===== src/rtl/spi_master_pkg.sv =====
package spi_master_pkg;
  localparam int NCS    = 4;
  localparam int CS_W   = $clog2(NCS);
  localparam int DW     = 32;
  localparam int BL_W   = $clog2(DW);
  localparam int DIV_W  = 4;
  localparam int HALF_W = 20;
  localparam int AW     = 5;

  localparam logic [AW-1:0] OFS_RX   = 5'h00;
  localparam logic [AW-1:0] OFS_TX   = 5'h04;
  localparam logic [AW-1:0] OFS_CTRL = 5'h08;
  localparam logic [AW-1:0] OFS_CFG  = 5'h0C;
  localparam logic [AW-1:0] OFS_IE   = 5'h10;
  localparam logic [AW-1:0] OFS_STAT = 5'h18;

  localparam int C_EN = 0, C_XCH = 2, C_MST = 4, C_POST = 8, C_PRE = 12, C_CS = 18, C_BL = 20;
  localparam int G_PHA = 0, G_POL = 4, G_BURST = 8, G_SSPOL = 12;
  localparam int IE_TX = 0, IE_RX = 3;
  localparam int S_TXE = 0, S_TXF = 2, S_RXR = 3;

  typedef enum logic [1:0] {ENG_IDLE, ENG_SHIFT, ENG_TRAIL, ENG_GAP} eng_state_t;

  // half period in system clocks: floor((pre+1)*2^post / 2), at least 1
  function automatic logic [HALF_W-1:0] sclk_half(input logic [DIV_W-1:0] pre,
                                                   input logic [DIV_W-1:0] post);
    logic [HALF_W-1:0] full;
    logic [HALF_W-1:0] half;
    full = (HALF_W'(pre) + HALF_W'(1)) << post;
    half = full >> 1;
    if (half == '0) half = HALF_W'(1);
    return half;
  endfunction
endpackage


===== src/rtl/spi_master_fifo.sv =====
module spi_master_fifo #(
  parameter int W     = 32,
  parameter int DEPTH = 8,
  localparam int PW   = $clog2(DEPTH),
  localparam int CW   = $clog2(DEPTH + 1)
) (
  input  logic          clk,
  input  logic          rst_n,
  input  logic          push,
  input  logic [W-1:0]  wdata,
  input  logic          pop,
  output logic [W-1:0]  rdata,
  output logic          empty,
  output logic          full,
  output logic [CW-1:0] count
);
  logic [W-1:0]  mem [DEPTH];
  logic [PW-1:0] wp, rp;
  logic          do_push, do_pop;

  assign empty   = (count == '0);
  assign full    = (count == CW'(DEPTH));
  assign do_push = push && !full;
  assign do_pop  = pop && !empty;
  assign rdata   = mem[rp];

  function automatic logic [PW-1:0] nxt(input logic [PW-1:0] p);
    return (p == PW'(DEPTH - 1)) ? '0 : p + PW'(1);
  endfunction

  always_ff @(posedge clk) begin
    if (do_push) mem[wp] <= wdata;
  end

  always_ff @(posedge clk or negedge rst_n) begin
    if (!rst_n) begin
      wp    <= '0;
      rp    <= '0;
      count <= '0;
    end else begin
      if (do_push) wp <= nxt(wp);
      if (do_pop)  rp <= nxt(rp);
      if (do_push && !do_pop)      count <= count + CW'(1);
      else if (do_pop && !do_push) count <= count - CW'(1);
    end
  end
endmodule


===== src/rtl/spi_master_tick.sv =====
module spi_master_tick
  import spi_master_pkg::*;
(
  input  logic              clk,
  input  logic              rst_n,
  input  logic              run,
  input  logic [HALF_W-1:0] half,
  output logic              tick
);
  logic [HALF_W-1:0] cnt;

  assign tick = run && (cnt == half - HALF_W'(1));

  always_ff @(posedge clk or negedge rst_n) begin
    if (!rst_n)             cnt <= '0;
    else if (!run || tick)  cnt <= '0;
    else                    cnt <= cnt + HALF_W'(1);
  end
endmodule


===== src/rtl/spi_master_engine.sv =====
module spi_master_engine
  import spi_master_pkg::*;
(
  input  logic            clk,
  input  logic            rst_n,
  input  logic            start,
  input  logic            tick,
  input  logic            pha,
  input  logic            pol,
  input  logic            burst,
  input  logic [BL_W-1:0] bl,
  input  logic            tx_empty,
  input  logic [DW-1:0]   tx_data,
  input  logic            miso,
  output logic            tx_pop,
  output logic            rx_push,
  output logic [DW-1:0]   rx_data,
  output logic            done,
  output logic            busy,
  output logic            ss_act,
  output logic            sclk,
  output logic            mosi
);
  eng_state_t      st;
  logic [DW-1:0]   sh, rxsh;
  logic [BL_W:0]   edge_n;
  logic            sclk_q, mosi_q;
  logic            last, lead, samp, drive;
  logic            st_idle, st_shift, st_trail, st_gap;

  assign st_idle  = (st == ENG_IDLE);
  assign st_shift = (st == ENG_SHIFT);
  assign st_trail = (st == ENG_TRAIL);
  assign st_gap   = (st == ENG_GAP);

  assign last  = (edge_n == {bl, 1'b1});
  assign lead  = !edge_n[0];
  assign samp  = lead ^ pha;
  assign drive = !samp && !(last && !pha);

  assign tx_pop  = !tx_empty && ((st_idle && start) ||
                                 (st_trail && tick && burst) ||
                                 (st_gap && tick));
  assign done    = tx_empty && ((st_idle && start) || ((st_trail || st_gap) && tick));
  assign rx_push = st_shift && tick && last;
  assign rx_data = pha ? {rxsh[DW-2:0], miso} : rxsh;
  assign busy    = !st_idle;
  assign ss_act  = st_shift || st_trail;
  assign sclk    = busy ? sclk_q : pol;
  assign mosi    = mosi_q;

  always_ff @(posedge clk or negedge rst_n) begin
    if (!rst_n) begin
      st     <= ENG_IDLE;
      sh     <= '0;
      rxsh   <= '0;
      edge_n <= '0;
      sclk_q <= 1'b0;
      mosi_q <= 1'b0;
    end else if (tx_pop) begin
      st     <= ENG_SHIFT;
      sh     <= pha ? tx_data : (tx_data << 1);
      if (!pha) mosi_q <= tx_data[bl];
      rxsh   <= '0;
      edge_n <= '0;
      sclk_q <= pol;
    end else begin
      unique case (st)
        ENG_IDLE: sclk_q <= pol;
        ENG_SHIFT: if (tick) begin
          sclk_q <= !sclk_q;
          edge_n <= edge_n + 1'b1;
          if (samp) rxsh <= {rxsh[DW-2:0], miso};
          if (drive) begin
            mosi_q <= sh[bl];
            sh     <= sh << 1;
          end
          if (last) st <= ENG_TRAIL;
        end
        ENG_TRAIL: if (tick) st <= tx_empty ? ENG_IDLE : ENG_GAP;
        ENG_GAP:   if (tick) st <= ENG_IDLE;
        default:   st <= ENG_IDLE;
      endcase
    end
  end
endmodule


===== src/rtl/spi_master_regs.sv =====
module spi_master_regs
  import spi_master_pkg::*;
#(
  parameter int FIFO_DEPTH = 8,
  localparam int CW = $clog2(FIFO_DEPTH + 1)
) (
  input  logic           clk,
  input  logic           rst_n,
  input  logic [AW-1:0]  bus_addr,
  input  logic           bus_wr,
  input  logic           bus_rd,
  input  logic [DW-1:0]  bus_wdata,
  output logic [DW-1:0]  bus_rdata,
  output logic           irq,
  output logic           sclk,
  output logic           mosi,
  input  logic           miso,
  output logic [NCS-1:0] ss
);
  logic             ctl_en, ctl_xch;
  logic [NCS-1:0]   ctl_mst;
  logic [DIV_W-1:0] ctl_post, ctl_pre;
  logic [CS_W-1:0]  ctl_cs;
  logic [BL_W-1:0]  ctl_bl;
  logic [NCS-1:0]   cfg_pha, cfg_pol, cfg_burst, cfg_sspol;
  logic             ie_tx, ie_rx;

  logic             wr_tx, wr_ctrl, wr_cfg, wr_ie;
  logic             tx_push, tx_pop, tx_empty, tx_full;
  logic             rx_push, rx_pop, rx_empty, rx_full, rx_ready;
  logic [CW-1:0]    tx_count, rx_count;
  logic [DW-1:0]    tx_head, rx_head, rx_word;
  logic             tick, busy, done, ss_act;
  logic             sel_pha, sel_pol, sel_burst;
  logic [HALF_W-1:0] half;
  logic             unused_ok;

  assign wr_tx   = bus_wr && (bus_addr == OFS_TX);
  assign wr_ctrl = bus_wr && (bus_addr == OFS_CTRL);
  assign wr_cfg  = bus_wr && (bus_addr == OFS_CFG);
  assign wr_ie   = bus_wr && (bus_addr == OFS_IE);
  assign tx_push = wr_tx;
  assign rx_pop  = bus_rd && (bus_addr == OFS_RX);
  assign rx_ready = !rx_empty;

  assign sel_pha   = cfg_pha[ctl_cs];
  assign sel_pol   = cfg_pol[ctl_cs];
  assign sel_burst = cfg_burst[ctl_cs];
  assign half      = sclk_half(ctl_pre, ctl_post);
  assign irq       = (ie_tx && tx_empty) || (ie_rx && rx_ready);

  assign unused_ok = ^{bus_wdata[1], bus_wdata[3], bus_wdata[17:16], bus_wdata[31:25],
                       bus_wdata[31:16], bus_wdata[2:1], tx_count, rx_count, tx_full, rx_full};

  always_ff @(posedge clk or negedge rst_n) begin
    if (!rst_n) begin
      ctl_en <= 1'b0; ctl_xch <= 1'b0; ctl_mst <= '0;
      ctl_post <= '0; ctl_pre <= '0; ctl_cs <= '0; ctl_bl <= '0;
      cfg_pha <= '0; cfg_pol <= '0; cfg_burst <= '0; cfg_sspol <= '0;
      ie_tx <= 1'b0; ie_rx <= 1'b0;
    end else begin
      if (done) ctl_xch <= 1'b0;
      if (wr_ctrl) begin
        ctl_en   <= bus_wdata[C_EN];
        if (!bus_wdata[C_EN])                      ctl_xch <= 1'b0;
        else if (bus_wdata[C_XCH])                 ctl_xch <= 1'b1;
        ctl_mst  <= bus_wdata[C_MST  +: NCS];
        ctl_post <= bus_wdata[C_POST +: DIV_W];
        ctl_pre  <= bus_wdata[C_PRE  +: DIV_W];
        ctl_cs   <= bus_wdata[C_CS   +: CS_W];
        ctl_bl   <= bus_wdata[C_BL   +: BL_W];
      end
      if (wr_cfg) begin
        cfg_pha   <= bus_wdata[G_PHA   +: NCS];
        cfg_pol   <= bus_wdata[G_POL   +: NCS];
        cfg_burst <= bus_wdata[G_BURST +: NCS];
        cfg_sspol <= bus_wdata[G_SSPOL +: NCS];
      end
      if (wr_ie) begin
        ie_tx <= bus_wdata[IE_TX];
        ie_rx <= bus_wdata[IE_RX];
      end
    end
  end

  always_comb begin
    bus_rdata = '0;
    unique case (bus_addr)
      OFS_RX:   bus_rdata = rx_head;
      OFS_CTRL: begin
        bus_rdata[C_EN]              = ctl_en;
        bus_rdata[C_XCH]             = ctl_xch;
        bus_rdata[C_MST  +: NCS]     = ctl_mst;
        bus_rdata[C_POST +: DIV_W]   = ctl_post;
        bus_rdata[C_PRE  +: DIV_W]   = ctl_pre;
        bus_rdata[C_CS   +: CS_W]    = ctl_cs;
        bus_rdata[C_BL   +: BL_W]    = ctl_bl;
      end
      OFS_CFG: begin
        bus_rdata[G_PHA   +: NCS] = cfg_pha;
        bus_rdata[G_POL   +: NCS] = cfg_pol;
        bus_rdata[G_BURST +: NCS] = cfg_burst;
        bus_rdata[G_SSPOL +: NCS] = cfg_sspol;
      end
      OFS_IE: begin
        bus_rdata[IE_TX] = ie_tx;
        bus_rdata[IE_RX] = ie_rx;
      end
      OFS_STAT: begin
        bus_rdata[S_TXE] = tx_empty;
        bus_rdata[S_TXF] = tx_full;
        bus_rdata[S_RXR] = rx_ready;
      end
      default: bus_rdata = '0;
    endcase
  end

  for (genvar i = 0; i < NCS; i++) begin : g_ss
    assign ss[i] = (ss_act && (ctl_cs == CS_W'(i))) ? cfg_sspol[i] : !cfg_sspol[i];
  end

  spi_master_fifo #(.W(DW), .DEPTH(FIFO_DEPTH)) u_txq (
    .clk(clk), .rst_n(rst_n), .push(tx_push), .wdata(bus_wdata), .pop(tx_pop),
    .rdata(tx_head), .empty(tx_empty), .full(tx_full), .count(tx_count));

  spi_master_fifo #(.W(DW), .DEPTH(FIFO_DEPTH)) u_rxq (
    .clk(clk), .rst_n(rst_n), .push(rx_push), .wdata(rx_word), .pop(rx_pop),
    .rdata(rx_head), .empty(rx_empty), .full(rx_full), .count(rx_count));

  spi_master_tick u_tick (
    .clk(clk), .rst_n(rst_n), .run(busy), .half(half), .tick(tick));

  spi_master_engine u_eng (
    .clk(clk), .rst_n(rst_n), .start(ctl_en && ctl_xch), .tick(tick),
    .pha(sel_pha), .pol(sel_pol), .burst(sel_burst), .bl(ctl_bl),
    .tx_empty(tx_empty), .tx_data(tx_head), .miso(miso),
    .tx_pop(tx_pop), .rx_push(rx_push), .rx_data(rx_word), .done(done),
    .busy(busy), .ss_act(ss_act), .sclk(sclk), .mosi(mosi));
endmodule


===== config.mk =====
export PLATFORM = sky130hd
export DESIGN_NAME = spi_master_regs
export DESIGN_NICKNAME = d
export VERILOG_FILES = /design/src/rtl/spi_master_pkg.sv /design/src/rtl/spi_master_fifo.sv /design/src/rtl/spi_master_tick.sv /design/src/rtl/spi_master_engine.sv /design/src/rtl/spi_master_regs.sv
export SDC_FILE = /design/constraint.sdc
export NUM_CORES = 1
export LEC_CHECK = 0
export BUFFER_PORTS_ARGS = -buffer_cell sky130_fd_sc_hd__buf_2
export CAP_MARGIN = 10
export CELL_PAD_IN_SITES_DETAIL_PLACEMENT = 1
export CELL_PAD_IN_SITES_GLOBAL_PLACEMENT = 2
export CORE_ASPECT_RATIO = 0.8
export CORE_MARGIN = 5
export CORE_UTILIZATION = 48
export CTS_BUF_LIST = sky130_fd_sc_hd__clkbuf_2 sky130_fd_sc_hd__clkbuf_4 sky130_fd_sc_hd__clkbuf_8
export CTS_CLUSTER_DIAMETER = 50
export CTS_CLUSTER_SIZE = 12
export DETAILED_ROUTE_END_ITERATION = 12
export GPL_ROUTABILITY_DRIVEN = 0
export GPL_TIMING_DRIVEN = 0
export MAX_ROUTING_LAYER = met4
export PLACE_DENSITY = 0.81
export SYNTH_ARGS = -nofsm -noshare
export SYNTH_HDL_FRONTEND = slang
export SYNTH_SLANG_ARGS = --single-unit

===== constraint.sdc =====
create_clock -name clk -period 10.1 [get_ports clk]
set_input_delay 1.01 -clock clk [delete_from_list [all_inputs] [get_ports clk]]
set_output_delay 1.01 -clock clk [all_outputs]
set_load 0.01 [all_outputs]

==> metrics.md, run 1 <==
| Metric | Value |
|---|---|
| Status | `finished clean` |
| WL final | `86400 µm` |
| FF-to-FF path depth | `28` |
| Maximum clock insertion buffer count | `3` |
| Clk network pwr share | `25.9%` |
| Nets | `2279` |
| Type of origin of the critical path | `register` |
| Tightest Pin Transition | `1.22 ns` |
| CTS tree | `done` |
| H-tree Lvls | `3` |
| Syn nets | `2078` |
| Fin util | `53.9%` |
| Max Clock Freq | `120 MHz` |
| NetSw | `2.33 mW` |
| Period utilisation layout | `82.6%` |
| Leakage power | `12.0 nW` |
| Sequential fraction of the synthesis area | `64.0%` |
| Fraction of layout cells with a size suffix above 1 | `23.7%` |
| Share of the synthesized area in the top cell type | `51.2%` |
| I/O Buffers | `80` |
| Setup crit end kind | `register` |
| Kind of critical path | `reg2reg` |
| Vias/cell | `6.10` |
| Fin Clk Skew | `0.0418 ns` |
| Initial DRT Pass Iterations | `5` |
| Vias in the first global route | `19.9k` |
| Initial DRC count | `1701` |
| Resize count post-CTS | `0` |
| Post-Synthesis Cells | `2014` |
| Clock Root Buffer | `clkbuf_8` |
| Worst Path Max Fanout | `10` |
| Max Slew Vio Count | `0` |
| P per Cell Area | `209 mW/mm²` |
| Average wire per standard cell | `27.8 µm` |
| Worst stage delay on the critical path | `0.66 ns` |
| Clock transition at path regs | `0.08 ns` |
| Core Box Area | `0.0623 mm²` |
| Synth warn | `0` |
| Initial Util | `48.2%` |
| Mux cell area share after synthesis | `17.5%` |
| Synth async-reset ratio | `23.0%` |
| Initial antenna violation count | `6` |
| Hold crit path type | `in2async` |
| Post-synthesis xor/xnor area fraction | `1.49%` |
| Worst reg2reg startpoint | `ctl_pre[1]$_DFFE_PN0P_` |
| Setup repair bufs after CTS | `0` |
| Post-synth EDFFs | `512` |
| Global-route wire length before repair | `130000 µm` |
| Internal power | `4.69 mW` |
| Die W | `290 µm` |
| Switch share | `33.2%` |
| Compound-Gate Fraction of Synth Area | `5.67%` |
| Syn Area/Cell | `14.9 µm²` |
| RSZ-0062 raised after global routing | `no` |
| Most frequent CP cell | `ha_1` |
| Area grow syn2layout | `11.9%` |
| Hold Fails Final Rpt | `0` |
| Row cnt | `82` |
| Max-cap viol count | `0` |
| Synth area leaders | `edfxtp_1, dfrtp_1, mux4_2` |
| Required @ worst endpoint | `10.65 ns` |
| Final min period | `8.34 ns` |
| DR vias | `18.9k` |
| Die area | `0.0677 mm²` |
| Register-to-register setup slack | `1.76 ns` |
| DR DRC count | `0` |
| Endpoints failing setup | `0` |
| Top cell type by total area after synthesis | `edfxtp_1` |
| Largest net degree at the start of global routing | `103` |
| Relative slew slack | `17.8%` |
| Num CTS Buffers | `71` |
| Simple-Gate Fraction of Synth Area | `8.59%` |
| Reg-to-reg endpoint | `u_txq.count[2]$_DFFE_PN0P_` |
| All-layer global routing usage | `26.7%` |
| CTS sink cnt | `665` |
| Vert. Die Dim | `234 µm` |
| Hold-fix buffers, CTS | `0` |
| Ys flop type | `edfxtp_1` |
| Gr ovfl total | `0` |
| Synthesized area | `0.0300 mm²` |
| Dpl hpwl | `63000 µm` |
| Logic pwr share | `28.6%` |
| Adder-cell share of the synthesized area | `0.942%` |
| Clock Latency Late Sink | `0.69 ns` |
| Remaining antenna violation count | `0` |
| Min Hold Slack | `0.246 ns` |
| VDD IR-drop max | `0.145 mV` |
| IO Pins | `81` |
| CP max-delay cell | `o311ai_2` |
| Crit path arrival time | `8.89 ns` |
| Sequential Power Share | `45.5%` |
| Distinct cells, synth | `99` |
| FF+latch count, synth | `665` |
| Main combinational cell family by area after synthesis | `multiplexers` |
-- layout by cell type, fill, tap and decap left out, types with 22 or more instances in the layout --
master	n
nand2_1	184
buf_6	25
edfxtp_1	512
nor2_1	175
a21oi_1	89
mux2_2	78
mux2i_1	108
buf_1	29
mux4_2	146
dfrtp_1	153
nor3_1	22
clkbuf_8	73
clkbuf_1	71
xor2_1	23
nand3_1	35
clkbuf_4	27
buf_2	92
xnor2_1	28
o21ai_0	44
-- cells by family (layout without fill, tap and decap cells) --
logic type / count (synthesis) / after routing
multiplexers: 333 / 333
XOR/XNOR: 51 / 51
buffers and inverters: 138 / 388
AO/OA/AOI/OAI: 254 / 254
AND/OR/NAND/NOR: 551 / 551
other: 0 / 3
adder cells (fa/ha/maj): 22 / 22
flip-flops: 665 / 665
-- registers in the layout, summed over array words and instances, names as in the netlist, 2 cells and up --
| register | count |
|---|---|
| ctl_mst | 4 |
| u_txq.wp | 3 |
| ctl_post | 4 |
| cfg_sspol | 4 |
| u_rxq.mem | 256 |
| u_rxq.wp | 3 |
| u_eng.rxsh | 32 |
| cfg_burst | 4 |
| u_eng.st | 2 |
| u_eng.sh | 32 |
| u_eng.edge_n | 6 |
| ctl_cs | 2 |
| ctl_pre | 4 |
| u_txq.count | 4 |
| cfg_pol | 4 |
| cfg_pha | 4 |
| ctl_bl | 5 |
| u_tick.cnt | 20 |
| u_rxq.rp | 3 |
| u_rxq.count | 4 |
| u_txq.mem | 256 |
| u_txq.rp | 3 |
-- cell usage after synthesis, drive strengths merged, types with 4 or more instances --
cell / n
edfxtp: 512
nand2: 188
nor2: 185
dfrtp: 153
mux4: 146
mux2i: 108
a21oi: 89
mux2: 79
clkbuf: 71
o21ai: 49
buf: 44
nand3: 35
xnor2: 28
nor3: 27
inv: 23
xor2: 23
ha: 21
and3: 15
a22oi: 14
nand4: 14
nand2b: 13
a31oi: 9
a21o: 8
nand3b: 8
nor3b: 8
nor4: 8
o31ai: 8
a211oi: 7
and2: 7
o211ai: 7
and4: 6
nor2b: 6
or3: 6
or4: 6
a21boi: 5
o221ai: 5
o22ai: 5
a31o: 4
nor4b: 4
o21a: 4
o311a: 4
or2: 4
-- per-stage QoR --
step | worst slack [ns] | total power [mW] | std cells | area, µm² | setup TNS, ns
floorplan | 2.95 | 4.57 | 2014 | 30000 | 0
global placement | -0.805 | 5.16 | 2934 | 31500 | -49.07
detailed placement | 1.91 | 5.23 | 2981 | 32200 | 0
CTS | 1.88 | 7.04 | 3103 | 33600 | 0
global route | 1.36 | 7.35 | 3106 | 33600 | 0
finish | 1.76 | 7.02 | 3107 | 33600 | 0
-- worst max path at each step --
| stage | startpoint | endpoint | slack, ns |
|---|---|---|---|
| floorplan | ctl_pre[1]$_DFFE_PN0P_ | u_rxq.mem[0][0]$_DFFE_PP_ | 2.95 |
| global placement | ctl_pre[1]$_DFFE_PN0P_ | u_rxq.mem[0][11]$_DFFE_PP_ | -0.81 |
| detailed placement | ctl_pre[1]$_DFFE_PN0P_ | u_txq.count[2]$_DFFE_PN0P_ | 1.91 |
| CTS | ctl_pre[1]$_DFFE_PN0P_ | u_txq.count[2]$_DFFE_PN0P_ | 1.88 |
| global route | ctl_pre[1]$_DFFE_PN0P_ | u_txq.count[2]$_DFFE_PN0P_ | 1.36 |
| finish | ctl_pre[1]$_DFFE_PN0P_ | u_txq.count[2]$_DFFE_PN0P_ | 1.76 |
-- metal layers --
layer / vias to the layer above / routed length [µm] / track usage (%) / share of wire [%]
met3: 108 / 5490 / 4.33 / 6.4
met4: 0 / 1710 / 5.57 / 2.0
met2: 615 / 39100 / 39.7 / 45
met5: - / 0 / - / 0
met1: 10100 / 40000 / 39.7 / 46
li1: 8171 / - / - / -
-- layout make-up --
type / count / area [µm²]
Inverter: 23 / 86.3
Sequential cell: 665 / 19200
Clock buffer: 100 / 1210
Tap cell: 840 / 1050
Fill cell: 6065 / 28700
Buffer: 115 / 459
Timing Repair Buffer: 128 / 991
Clock inverter: 22 / 209
Antenna cell: 3 / 7.51
Multi-Input combinational cell: 1211 / 10400
-- critical path: cells and delay by family, from the launching register on --
kind | cells | cell delay [ns]
xor gates and xnor gates | 1 | 0.16
AOI/OAI and AO/OA | 6 | 1.64
buffers and inverters | 4 | 0.84
adders and majority gates | 4 | 1.34
DFF | 1 | 0.57
muxes | 1 | 0.21
and+or+nand+nor | 12 | 3.41
-- power by group through the flow --
stage	combinational (mW)	clock [mW]	sequential (mW)
global route	2.15	1.99	3.21
finish	2.01	1.82	3.19
CTS	1.99	1.86	3.19
floorplan	1.37	0	3.21
global placement	1.92	0	3.24
detailed placement	1.98	0	3.25
No activity file was read; power rests on OpenSTA's default activity.
==> inputs of run 2 (changes only) <==
==> constraint.sdc (replaced) <==
create_clock -name clk -period 7.8 [get_ports clk]
set_input_delay 0.78 -clock clk [delete_from_list [all_inputs] [get_ports clk]]
set_output_delay 0.78 -clock clk [all_outputs]
set_load 0.01 [all_outputs]
==> metrics.md, run 2 (synthesized netlist as in run 1, its figures left out) <==
| Metric | Value |
|---|---|
| Max Slew Vio Count | `0` |
| Nets | `2281` |
| Max-cap viol count | `0` |
| Crit path arrival time | `7.99 ns` |
| Min Hold Slack | `0.373 ns` |
| Remaining antenna violation count | `0` |
| Initial DRT Pass Iterations | `7` |
| Place WS | `-0.394 ns` |
| Max Clock Freq | `134 MHz` |
| Setup crit end kind | `register` |
| Largest net degree at the start of global routing | `103` |
| Hold Startpoint | `miso` |
| Type of origin of the critical path | `register` |
| Hold crit path type | `in2reg` |
| Crit path from | `ctl_pre[1]$_DFFE_PN0P_` |
| Clock Latency Late Sink | `0.69 ns` |
| Vert. Die Dim | `234 µm` |
| Vias/cell | `6.13` |
| Most frequent cells in the layout | `edfxtp_1, nand2_1, nor2_1` |
| Die area | `0.0677 mm²` |
| WL final | `86500 µm` |
| Commonest non-fill, non-tap cell in the layout | `edfxtp_1` |
| Period utilisation layout | `95.6%` |
| Worst Path Max Fanout | `10` |
| Status | `finished clean` |
| Fin Clk Skew | `0.0451 ns` |
| Fin util | `54.0%` |
| All-layer global routing usage | `26.7%` |
| Setup tns final | `0 ns` |
| Clock Root Buffer | `clkbuf_8` |
| Worst reg2reg startpoint | `ctl_pre[1]$_DFFE_PN0P_` |
| IO Pins | `81` |
| Vias in the first global route | `19.9k` |
| Leakage power | `12.1 nW` |
| Initial antenna violation count | `6` |
| Fraction of layout cells with a size suffix above 1 | `23.9%` |
| Setup repair bufs after CTS | `0` |
| Num CTS Buffers | `71` |
| Dpl hpwl | `63000 µm` |
| Endpoints failing setup | `0` |
| Average wire per standard cell | `27.8 µm` |
| Die W | `290 µm` |
| Maximum clock insertion buffer count | `3` |
| Hold Fails Final Rpt | `0` |
| H-tree Lvls | `3` |
| Required @ worst endpoint | `8.34 ns` |
| Kind of critical path | `reg2reg` |
| Gr ovfl total | `0` |
| DR vias | `19.1k` |
| Initial Util | `48.2%` |
| I/O Buffers | `80` |
| Initial DRC count | `1661` |
| Global-route wire length before repair | `130000 µm` |
| Biggest regs | `u_rxq.mem x256, u_txq.mem x256` |
| Core Box Area | `0.0623 mm²` |
| Final min period | `7.46 ns` |
| CTS sink cnt | `665` |
| VDD IR-drop max | `0.188 mV` |
| Row cnt | `82` |
| # fillers | `6070` |
| DR DRC count | `0` |
| P per Cell Area | `271 mW/mm²` |
| Relative slew slack | `21.7%` |
| CTS tree | `done` |
| Tightest Pin Transition | `1.18 ns` |
| Area grow syn2layout | `12.0%` |
| Final WS setup | `0.343 ns` |
| Clock transition at path regs | `0.08 ns` |
==> run 2: per-stage QoR <==
| stage | std cells | power, mW | area, µm² |
|---|---|---|---|
| after floorplan | 2014 | 5.92 | 30000 |
| after global placement | 2934 | 6.68 | 31500 |
| after detailed placement | 2981 | 6.77 | 32200 |
| after CTS | 3104 | 9.12 | 33600 |
| after global routing | 3108 | 9.53 | 33600 |
| final | 3110 | 9.10 | 33600 |
==> run 2: power by group <==
group	internal (mW)	leakage (nW)	total (mW)	switching, mW
sequential	3.97	6.56	4.14	0.167
clock	1.09	0.745	2.35	1.26
combinational	1.02	4.82	2.61	1.59
==> run 2: metal layers <==
| layer | global-route usage [%] | vias up | wire (µm) |
|---|---|---|---|
| met5 | - | - | 0 |
| met4 | 5.54 | 0 | 1700 |
| met3 | 4.28 | 114 | 5840 |
| met2 | 39.6 | 664 | 39100 |
| met1 | 39.8 | 10100 | 39800 |
| li1 | - | 8176 | - |
==> run 2: layout make-up <==
class	count	area, µm²	share of cell area [%]
Clock inverter	22	209	0.621
Antenna cell	4	10.0	0.0298
Timing Repair Buffer	130	1010	2.99
Tap cell	840	1050	3.12
Clock buffer	100	1210	3.59
Buffer	115	462	1.37
Inverter	23	86.3	0.257
Sequential cell	665	19200	57.1
Multi-Input combinational cell	1211	10400	30.9
==> run 2: worst paths after layout <==
| path | to | slack (ns) | cells after the start |
|---|---|---|---|
| setup reg to reg | u_txq.count[2]$_DFFE_PN0P_ | 0.34 | 27 |
| min in group asynchronous | u_eng.sh[30]$_DFFE_PN0P_ | 0.62 | 2 |
| hold / removal | u_eng.rxsh[0]$_DFFE_PN0P_ | 0.37 | 3 |
| setup / recovery | u_txq.count[2]$_DFFE_PN0P_ | 0.34 | 27 |
| max in group asynchronous | u_tick.cnt[15]$_DFF_PN0_ | 6.21 | 3 |
| hold reg to reg | ctl_mst[0]$_DFFE_PN0P_ | 0.51 | 1 |
==> run 2: repair_timing <==
action                                  4_1_cts  5_1_grt
pin swaps                                     0        1
endpoints found under the setup margin        2        1
hold buffers                                  1        0
resized for setup                             3        5
endpoints found under the hold margin         5        0
==> run 2: worst max-delay path, stage by stage (launching register included) <==
cell	delay, ns
dfrtp_1	0.57
ha_2	0.37
mux2i_1	0.17
o22a_1	0.31
o311ai_4	0.48
nor3_1	0.16
nand3_1	0.23
nor2_1	0.12
a21oi_1	0.15
ha_1	0.28
nand4_1	0.18
or3_1	0.40
and4_1	0.25
a2111oi_0	0.35
nand4_1	0.27
nor4_2	0.41
a21oi_2	0.20
nor2_4	0.40
inv_2	0.07
buf_2	0.22
buf_2	0.25
ha_1	0.31
xnor2_1	0.16
ha_1	0.23
or3_1	0.37
nor3_1	0.15
a41o_1	0.12
o221ai_1	0.13
